--- src/rtl/adc_seq_pkg.sv ---
package adc_seq_pkg;

  localparam int RES_W  = 12;
  localparam int BYTE_W = 8;

  typedef enum logic [1:0] {
    ST_IDLE  = 2'd0,
    ST_ACQ   = 2'd1,
    ST_CONV  = 2'd2,
    ST_DRAIN = 2'd3
  } seq_state_e;

  function automatic logic [BYTE_W-1:0] lo_byte(input logic [RES_W-1:0] code);
    return code[BYTE_W-1:0];
  endfunction

  function automatic logic [BYTE_W-1:0] hi_byte(input logic [RES_W-1:0] code);
    logic [BYTE_W-1:0] h;
    h = '0;
    h[RES_W-BYTE_W-1:0] = code[RES_W-1:BYTE_W];
    return h;
  endfunction

  function automatic int unsigned acq_len(input logic use_long,
                                          input int unsigned short_clks,
                                          input int unsigned long_clks);
    return use_long ? long_clks : short_clks;
  endfunction

endpackage

--- src/rtl/adc_seq_trig.sv ---
module adc_seq_trig #(
  parameter int N_AUTO      = 2,
  parameter int AUTO_PERIOD = 200
) (
  input  logic              clk,
  input  logic              rst_n,
  input  logic              sw_en,
  input  logic              sw_start_wr,
  input  logic              sw_done,
  input  logic [N_AUTO-1:0] slot_act,
  input  logic [N_AUTO-1:0] slot_launch,
  output logic              start_bit,
  output logic [N_AUTO-1:0] pend
);

  localparam int PCNT_W = (AUTO_PERIOD > 1) ? $clog2(AUTO_PERIOD) : 1;
  localparam logic [PCNT_W-1:0] PCNT_LAST = PCNT_W'(AUTO_PERIOD - 1);

  logic [PCNT_W-1:0] pcnt;
  logic              any_act;
  logic              period_tick;

  assign any_act     = |slot_act;
  assign period_tick = any_act && (pcnt == PCNT_LAST);

  always_ff @(posedge clk) begin
    if (!rst_n)                 pcnt <= '0;
    else if (!any_act)          pcnt <= '0;
    else if (pcnt == PCNT_LAST) pcnt <= '0;
    else                        pcnt <= pcnt + 1'b1;
  end

  always_ff @(posedge clk) begin
    if (!rst_n)           start_bit <= 1'b0;
    else if (!sw_en)      start_bit <= 1'b0;
    else if (sw_start_wr) start_bit <= 1'b1;
    else if (sw_done)     start_bit <= 1'b0;
  end

  for (genvar g = 0; g < N_AUTO; g++) begin : g_slot
    logic pend_q;
    always_ff @(posedge clk) begin
      if (!rst_n)               pend_q <= 1'b0;
      else if (!slot_act[g])    pend_q <= 1'b0;
      else if (period_tick)     pend_q <= 1'b1;
      else if (slot_launch[g])  pend_q <= 1'b0;
    end
    assign pend[g] = pend_q;
  end

endmodule

--- src/rtl/adc_seq_fsm.sv ---
module adc_seq_fsm
  import adc_seq_pkg::*;
#(
  parameter int CHAN_W       = 4,
  parameter int N_AUTO       = 2,
  parameter int SLOT_W       = (N_AUTO > 1) ? $clog2(N_AUTO) : 1,
  parameter int ACQ_CLKS     = 16,
  parameter int ACQ_EXT_CLKS = 64
) (
  input  logic                     clk,
  input  logic                     rst_n,
  input  logic                     start_bit,
  input  logic                     sw_en,
  input  logic [CHAN_W-1:0]        sw_chan,
  input  logic                     ext_delay,
  input  logic [N_AUTO-1:0]        pend,
  input  logic [N_AUTO-1:0]        slot_act,
  input  logic [N_AUTO*CHAN_W-1:0] auto_chan,
  input  logic                     core_done,
  output seq_state_e               state,
  output logic                     core_start,
  output logic [CHAN_W-1:0]        core_chan,
  output logic [N_AUTO-1:0]        slot_launch,
  output logic                     job_sw,
  output logic [SLOT_W-1:0]        job_slot,
  output logic                     ev_launch,
  output logic                     ev_abort,
  output logic                     ev_finish
);

  localparam int ACQ_MAX = (ACQ_EXT_CLKS > ACQ_CLKS) ? ACQ_EXT_CLKS : ACQ_CLKS;
  localparam int CNT_W   = (ACQ_MAX > 1) ? $clog2(ACQ_MAX) : 1;
  localparam logic [CNT_W-1:0] AUTO_LOAD = CNT_W'(ACQ_CLKS - 1);

  logic [CNT_W-1:0]  cnt;
  logic [CNT_W-1:0]  sw_load;
  logic              sw_go;
  logic              a_go;
  logic [SLOT_W-1:0] a_sel;
  logic              job_ok;

  assign sw_go   = start_bit && sw_en;
  assign sw_load = CNT_W'(acq_len(ext_delay, ACQ_CLKS, ACQ_EXT_CLKS) - 1);
  assign job_ok  = job_sw ? sw_en : slot_act[job_slot];

  always_comb begin
    a_go  = 1'b0;
    a_sel = '0;
    for (int i = N_AUTO - 1; i >= 0; i--) begin
      if (pend[i] && slot_act[i]) begin
        a_go  = 1'b1;
        a_sel = SLOT_W'(i);
      end
    end
  end

  for (genvar g = 0; g < N_AUTO; g++) begin : g_launch
    assign slot_launch[g] = (state == ST_IDLE) && !sw_go && a_go && (a_sel == SLOT_W'(g));
  end

  assign ev_launch = (state == ST_IDLE) && (sw_go || a_go);
  assign ev_abort  = ((state == ST_ACQ) || (state == ST_CONV)) && !job_ok;
  assign ev_finish = (state == ST_CONV) && job_ok && core_done;

  always_ff @(posedge clk) begin
    if (!rst_n) begin
      state      <= ST_IDLE;
      cnt        <= '0;
      job_sw     <= 1'b0;
      job_slot   <= '0;
      core_chan  <= '0;
      core_start <= 1'b0;
    end else begin
      core_start <= 1'b0;
      unique case (state)
        ST_IDLE: begin
          if (sw_go) begin
            state     <= ST_ACQ;
            job_sw    <= 1'b1;
            core_chan <= sw_chan;
            cnt       <= sw_load;
          end else if (a_go) begin
            state     <= ST_ACQ;
            job_sw    <= 1'b0;
            job_slot  <= a_sel;
            core_chan <= auto_chan[a_sel*CHAN_W +: CHAN_W];
            cnt       <= AUTO_LOAD;
          end
        end
        ST_ACQ: begin
          if (!job_ok) begin
            state <= ST_IDLE;
          end else if (cnt == '0) begin
            state      <= ST_CONV;
            core_start <= 1'b1;
          end else begin
            cnt <= cnt - 1'b1;
          end
        end
        ST_CONV: begin
          if (!job_ok)        state <= core_done ? ST_IDLE : ST_DRAIN;
          else if (core_done) state <= ST_IDLE;
        end
        ST_DRAIN: begin
          if (core_done) state <= ST_IDLE;
        end
        default: state <= ST_IDLE;
      endcase
    end
  end

endmodule

--- src/rtl/adc_seq_res.sv ---
module adc_seq_res
  import adc_seq_pkg::*;
#(
  parameter int N_AUTO = 2,
  parameter int SLOT_W = (N_AUTO > 1) ? $clog2(N_AUTO) : 1
) (
  input  logic                    clk,
  input  logic                    rst_n,
  input  logic                    ev_finish,
  input  logic                    job_sw,
  input  logic [SLOT_W-1:0]       job_slot,
  input  logic [RES_W-1:0]        core_data,
  input  logic                    eoc_mask,
  output logic [BYTE_W-1:0]       sw_res_lo,
  output logic [BYTE_W-1:0]       sw_res_hi,
  output logic [N_AUTO*RES_W-1:0] auto_res,
  output logic                    eoc_irq
);

  always_ff @(posedge clk) begin
    if (!rst_n) begin
      sw_res_lo <= '0;
      sw_res_hi <= '0;
      eoc_irq   <= 1'b0;
    end else begin
      eoc_irq <= ev_finish && job_sw && !eoc_mask;
      if (ev_finish && job_sw) begin
        sw_res_lo <= lo_byte(core_data);
        sw_res_hi <= hi_byte(core_data);
      end
    end
  end

  for (genvar g = 0; g < N_AUTO; g++) begin : g_ares
    logic [RES_W-1:0] res_q;
    always_ff @(posedge clk) begin
      if (!rst_n)
        res_q <= '0;
      else if (ev_finish && !job_sw && (job_slot == SLOT_W'(g)))
        res_q <= core_data;
    end
    assign auto_res[g*RES_W +: RES_W] = res_q;
  end

endmodule

--- src/rtl/adc_seq_ctrl.sv ---
module adc_seq_ctrl
  import adc_seq_pkg::*;
#(
  parameter int CHAN_W       = 4,
  parameter int N_AUTO       = 2,
  parameter int ACQ_CLKS     = 16,
  parameter int ACQ_EXT_CLKS = 64,
  parameter int AUTO_PERIOD  = 200
) (
  input  logic                     clk,
  input  logic                     rst_n,
  input  logic                     sw_en,
  input  logic [CHAN_W-1:0]        sw_chan,
  input  logic                     sw_start_wr,
  input  logic                     ext_delay,
  input  logic                     force_on,
  input  logic                     eoc_mask,
  input  logic [N_AUTO-1:0]        auto_en,
  input  logic [N_AUTO-1:0]        auto_run,
  input  logic [N_AUTO*CHAN_W-1:0] auto_chan,
  input  logic                     core_done,
  input  logic [RES_W-1:0]         core_data,
  output logic                     core_start,
  output logic [CHAN_W-1:0]        core_chan,
  output logic                     avail,
  output logic                     pwr_on,
  output logic                     start_bit,
  output logic [BYTE_W-1:0]        sw_res_lo,
  output logic [BYTE_W-1:0]        sw_res_hi,
  output logic [N_AUTO*RES_W-1:0]  auto_res,
  output logic                     eoc_irq
);

  localparam int SLOT_W = (N_AUTO > 1) ? $clog2(N_AUTO) : 1;

  seq_state_e        state;
  logic [N_AUTO-1:0] slot_act;
  logic [N_AUTO-1:0] slot_launch;
  logic [N_AUTO-1:0] pend;
  logic              job_sw;
  logic [SLOT_W-1:0] job_slot;
  logic              ev_launch;
  logic              ev_abort;
  logic              ev_finish;
  logic              sw_done;

  assign slot_act = auto_en & auto_run;
  assign sw_done  = ev_finish && job_sw;
  assign avail    = (state == ST_IDLE);
  assign pwr_on   = force_on || !avail;

  adc_seq_trig #(
    .N_AUTO      (N_AUTO),
    .AUTO_PERIOD (AUTO_PERIOD)
  ) u_trig (
    .clk         (clk),
    .rst_n       (rst_n),
    .sw_en       (sw_en),
    .sw_start_wr (sw_start_wr),
    .sw_done     (sw_done),
    .slot_act    (slot_act),
    .slot_launch (slot_launch),
    .start_bit   (start_bit),
    .pend        (pend)
  );

  adc_seq_fsm #(
    .CHAN_W       (CHAN_W),
    .N_AUTO       (N_AUTO),
    .SLOT_W       (SLOT_W),
    .ACQ_CLKS     (ACQ_CLKS),
    .ACQ_EXT_CLKS (ACQ_EXT_CLKS)
  ) u_fsm (
    .clk         (clk),
    .rst_n       (rst_n),
    .start_bit   (start_bit),
    .sw_en       (sw_en),
    .sw_chan     (sw_chan),
    .ext_delay   (ext_delay),
    .pend        (pend),
    .slot_act    (slot_act),
    .auto_chan   (auto_chan),
    .core_done   (core_done),
    .state       (state),
    .core_start  (core_start),
    .core_chan   (core_chan),
    .slot_launch (slot_launch),
    .job_sw      (job_sw),
    .job_slot    (job_slot),
    .ev_launch   (ev_launch),
    .ev_abort    (ev_abort),
    .ev_finish   (ev_finish)
  );

  adc_seq_res #(
    .N_AUTO (N_AUTO),
    .SLOT_W (SLOT_W)
  ) u_res (
    .clk       (clk),
    .rst_n     (rst_n),
    .ev_finish (ev_finish),
    .job_sw    (job_sw),
    .job_slot  (job_slot),
    .core_data (core_data),
    .eoc_mask  (eoc_mask),
    .sw_res_lo (sw_res_lo),
    .sw_res_hi (sw_res_hi),
    .auto_res  (auto_res),
    .eoc_irq   (eoc_irq)
  );

endmodule

--- config.mk ---
export PLATFORM = sky130hd
export DESIGN_NAME = adc_seq_ctrl
export DESIGN_NICKNAME = d
export VERILOG_FILES = /design/src/rtl/adc_seq_pkg.sv /design/src/rtl/adc_seq_trig.sv /design/src/rtl/adc_seq_fsm.sv /design/src/rtl/adc_seq_res.sv /design/src/rtl/adc_seq_ctrl.sv
export SDC_FILE = /design/constraint.sdc
export NUM_CORES = 1
export LEC_CHECK = 0
export ABC_AREA = 1
export BUFFER_PORTS_ARGS = -buffer_cell sky130_fd_sc_hd__clkbuf_2
export CORE_MARGIN = 3
export CORE_UTILIZATION = 53
export CTS_BUF_LIST = sky130_fd_sc_hd__clkbuf_4 sky130_fd_sc_hd__clkbuf_8
export DETAILED_ROUTE_END_ITERATION = 12
export PLACE_DENSITY_LB_ADDON = 0.15
export RECOVER_POWER = 25
export SKIP_CTS_REPAIR_TIMING = 1
export SKIP_LAST_GASP = 1
export SLEW_MARGIN = 10
export SYNTH_ARGS = -nofsm -noshare
export SYNTH_HDL_FRONTEND = slang
export SYNTH_SLANG_ARGS = --single-unit
--- constraint.sdc ---
create_clock -name clk -period 1.7 [get_ports clk]
set_input_delay 0.255 -clock clk [delete_from_list [all_inputs] [get_ports clk]]
set_output_delay 0.255 -clock clk [all_outputs]
set_load 0.02 [all_outputs]
==> impl_metrics.csv <==
group,metric,value,unit
critical_path,slowest_stage,"dfxtp_1",
grt,grt_pass1_wl,11.3,mm
floorplan,die_width,80.1,um
route,first_pass_iters,5,
logic_synthesis,synth.distinct_cells,33,
logic_synthesis,synth_top_area_share,43.3,%
critical_path,slowest_delay,0.33,ns
route,num_vias,2829,
sta,hold_slack,0.0776,ns
critical_path,cp.buffers_inverters,2,
critical_path,cp-end-kind,"primary output",
grt,grt_pass1_vias,2640,
logic_synthesis,syn_area,0.00291,mm2
grt,grt_usage,22.8,%
cells_and_area,drive_gt1_share,21.1,%
place,gp_congestion,0.842,
critical_path,cp_max_fo,3,
floorplan,die-height,80.1,um
logic_synthesis,synth_area_per_cell,7.12,um2
place,portBuffers,80,
floorplan,io_pins,85,
critical_path,required,1.44,ns
clock_tree,cts-root-buf,"clkbuf_8",
place,dpl.hpwl,5.05,mm
critical_path,crit_arrival,1.29,ns
floorplan,dieArea,0.00642,mm2
sta,finClkSkew,0.00674,ns
route,drt_iter0_markers,146,
hold_path,holdPathEnd,"u_res.eoc_irq",
grt,grt_max_degree,25,
sta,period_share,91.0,%
clock_tree,cts_tree,"yes",
cells_and_area,n_fill_cell,474,
route,vias_per_cell,4.99,
critical_path,reg2regPathDepth,8,
sta,final_max_slew_viol_count,0,
sta,period_minus_slack,1.55,ns
critical_path,path_delay_family,"simple AND/OR/NAND/NOR gates",
sta,hold_violations,0,
logic_synthesis,synth_area_leaders,"dfxtp_1, nor2_1, nand2_1, nand3_1, inv_1",
floorplan,start_util,56.0,%
critical_path,path_cells,"nor2_1, inv_1, or2_2, clkbuf_2",
pwr,leakagePower,1.63,nW
pwr,peakVddDrop,560,uV
logic_synthesis,synth_cells,409,
route,ant_nets,0,
sta,tns,0,ns
sta,setup_violations,0,
sta,max_freq,646,MHz
cells_and_area,syn_to_final_growth,22.1,%
grt,grt-ovfl-total,0,
cells_and_area,diodes,0,
route,drcViolationCount,0,
clock_tree,htree_levels,3,
critical_path,critPathLaunchType,"flop",
critical_path,rr_endpoint,"u_res.g_ares[0].res_q[8]",
clock_tree,clk_pin_slew_worst_paths,0.06,ns
pwr,p_per_area,890,mW/mm2
logic_synthesis,yosys_warnings,0,
cells_and_area,final_nets,531,
clock_tree,clkLatencyLatePin,0.34,ns
hold_path,whs_path_depth,2,
logic_synthesis,seq_area_frac_synth,43.3,%
critical_path,regToRegSetupSlack,0.25,ns
hold_path,hold_start,"eoc_mask",
floorplan,rows,26,
clock_tree,cts.sinks,63,
logic_synthesis,synth_seq_cells,63,
logic_synthesis,synth_largest_area_cell,"dfxtp_1",
floorplan,coreArea,0.00520,mm2
grt,grt_antenna_before_repair,0,
job,maxCapViolCount,0,
critical_path,rr_startpoint,"u_fsm.state[1]",
route,wl_per_cell,11.8,um
sta,rsz0062_at_grt,"no",
route,drt_wl_total,6.71,mm
status,status,"finished clean",
clock_tree,ctsLongestPathBuffers,2,
hold_path,hp-class,"in -> reg",
clock_tree,cts-buffers-inserted,9,
critical_path,crit_type,"reg -> out",
per-stage QoR:
step	util [%]	setup WS (ns)	power, mW	instances	instance area, um2
final	68.3	0.153	3.17	567	3560
after global routing	68.3	0.0594	3.30	567	3560
after CTS	68.8	0.0579	3.20	567	3580
after detailed placement	64.6	0.105	1.79	551	3360
after global placement	64.6	0.192	1.78	551	3360
after floorplan	-	0.270	1.70	412	2920
per-layer routing:
| metal | wire length, um | up-vias | track usage (%) |
|---|---|---|---|
| met5 | 0 | - | 0 |
| met1 | 2790 | 1254 | 25.1 |
| met2 | 3230 | 107 | 39.5 |
| met3 | 549 | 14 | 8.18 |
| li1 | - | 1454 | - |
| met4 | 138 | 0 | 9.63 |
synthesized netlist by cell type, drive strengths merged:
cell type  instances
nor2             105
nand2             76
dfxtp             63
nand3             47
inv               37
o21ai             22
buf               16
a21oi             15
clkbuf             5
nand4              5
ha                 3
nor3               3
or2                3
xor2               2
a31oi              1
conb               1
nand3b             1
nor3b              1
o21a               1
o31ai              1
xnor2              1
worst reg2reg max path: cells and delay by family (launching register included):
family	cells	cell delay (ns)
buf+inv	2	0.24
flops	1	0.33
simple gates	6	0.80
flip-flops by register name, summed over array words and instances (netlist names):
| register | flops |
|---|---|
| u_trig.g_slot.pend_q | 2 |
| u_res.eoc_irq | 1 |
| u_res.sw_res_hi | 4 |
| u_fsm.job_slot | 1 |
| u_trig.pcnt | 8 |
| u_fsm.job_sw | 1 |
| u_fsm.cnt | 6 |
| u_res.g_ares.res_q | 24 |
| u_fsm.core_start | 1 |
| u_trig.start_bit | 1 |
| u_res.sw_res_lo | 8 |
| u_fsm.state | 2 |
| u_fsm.core_chan | 4 |
report_power, final:
group / internal, mW / switching, mW
sequential: 1.49 / 0.0132
combinational: 0.0934 / 0.157
clock: 0.836 / 0.576
layout by cell type, fill, tap and decap left out, types with 3 or more instances in the layout:
cell	instances
o21ai_0	13
nand2_1	75
ha_1	3
nand3_2	6
buf_4	9
nand3_1	41
nor3_1	3
o21ai_1	9
clkbuf_1	27
nor2_4	3
dfxtp_1	63
inv_1	33
conb_1	4
nor2_1	95
a21oi_1	15
clkbuf_8	9
clkbuf_2	53
nor2_2	7
cell type report:
class	instances	area [um2]	area share, %
sequential	63	1260	35.5
multi-input combinational	291	1390	39.2
clock buffer	10	131	3.69
timing repair buffer	90	454	12.8
clock inverter	6	85.1	2.39
inverter	37	144	4.05
tap	70	87.6	2.46
worst max path at each step:
stage | cells past startpoint | to | startpoint | slack (ns)
5_1_grt | 4 | pwr_on | u_fsm.state[0] | 0.06
6_report | 4 | pwr_on | u_fsm.state[0] | 0.15
3_3_place_gp | 8 | u_res.sw_res_hi[3] | u_fsm.job_slot | 0.19
3_5_place_dp | 8 | u_res.sw_res_lo[6] | u_fsm.job_slot | 0.11
4_1_cts | 8 | u_res.sw_res_lo[6] | u_fsm.job_slot | 0.06
2_1_floorplan | 3 | pwr_on | u_fsm.state[0] | 0.27
cell families (layout without fill, tap and decap cells):
group / after synthesis / after routing / share of synthesized area [%]
AO/OA/AOI/OAI: 40 / 40 / 7.09
XOR/XNOR: 3 / 3 / 0.902
adder cells (fa/ha/maj): 3 / 3 / 1.29
buffers and inverters: 58 / 143 / 9.54
flip-flops: 63 / 63 / 43.3
other: 1 / 4 / 0.129
AND/OR/NAND/NOR: 241 / 241 / 37.8
No activity file was read; power rests on OpenSTA's default activity.
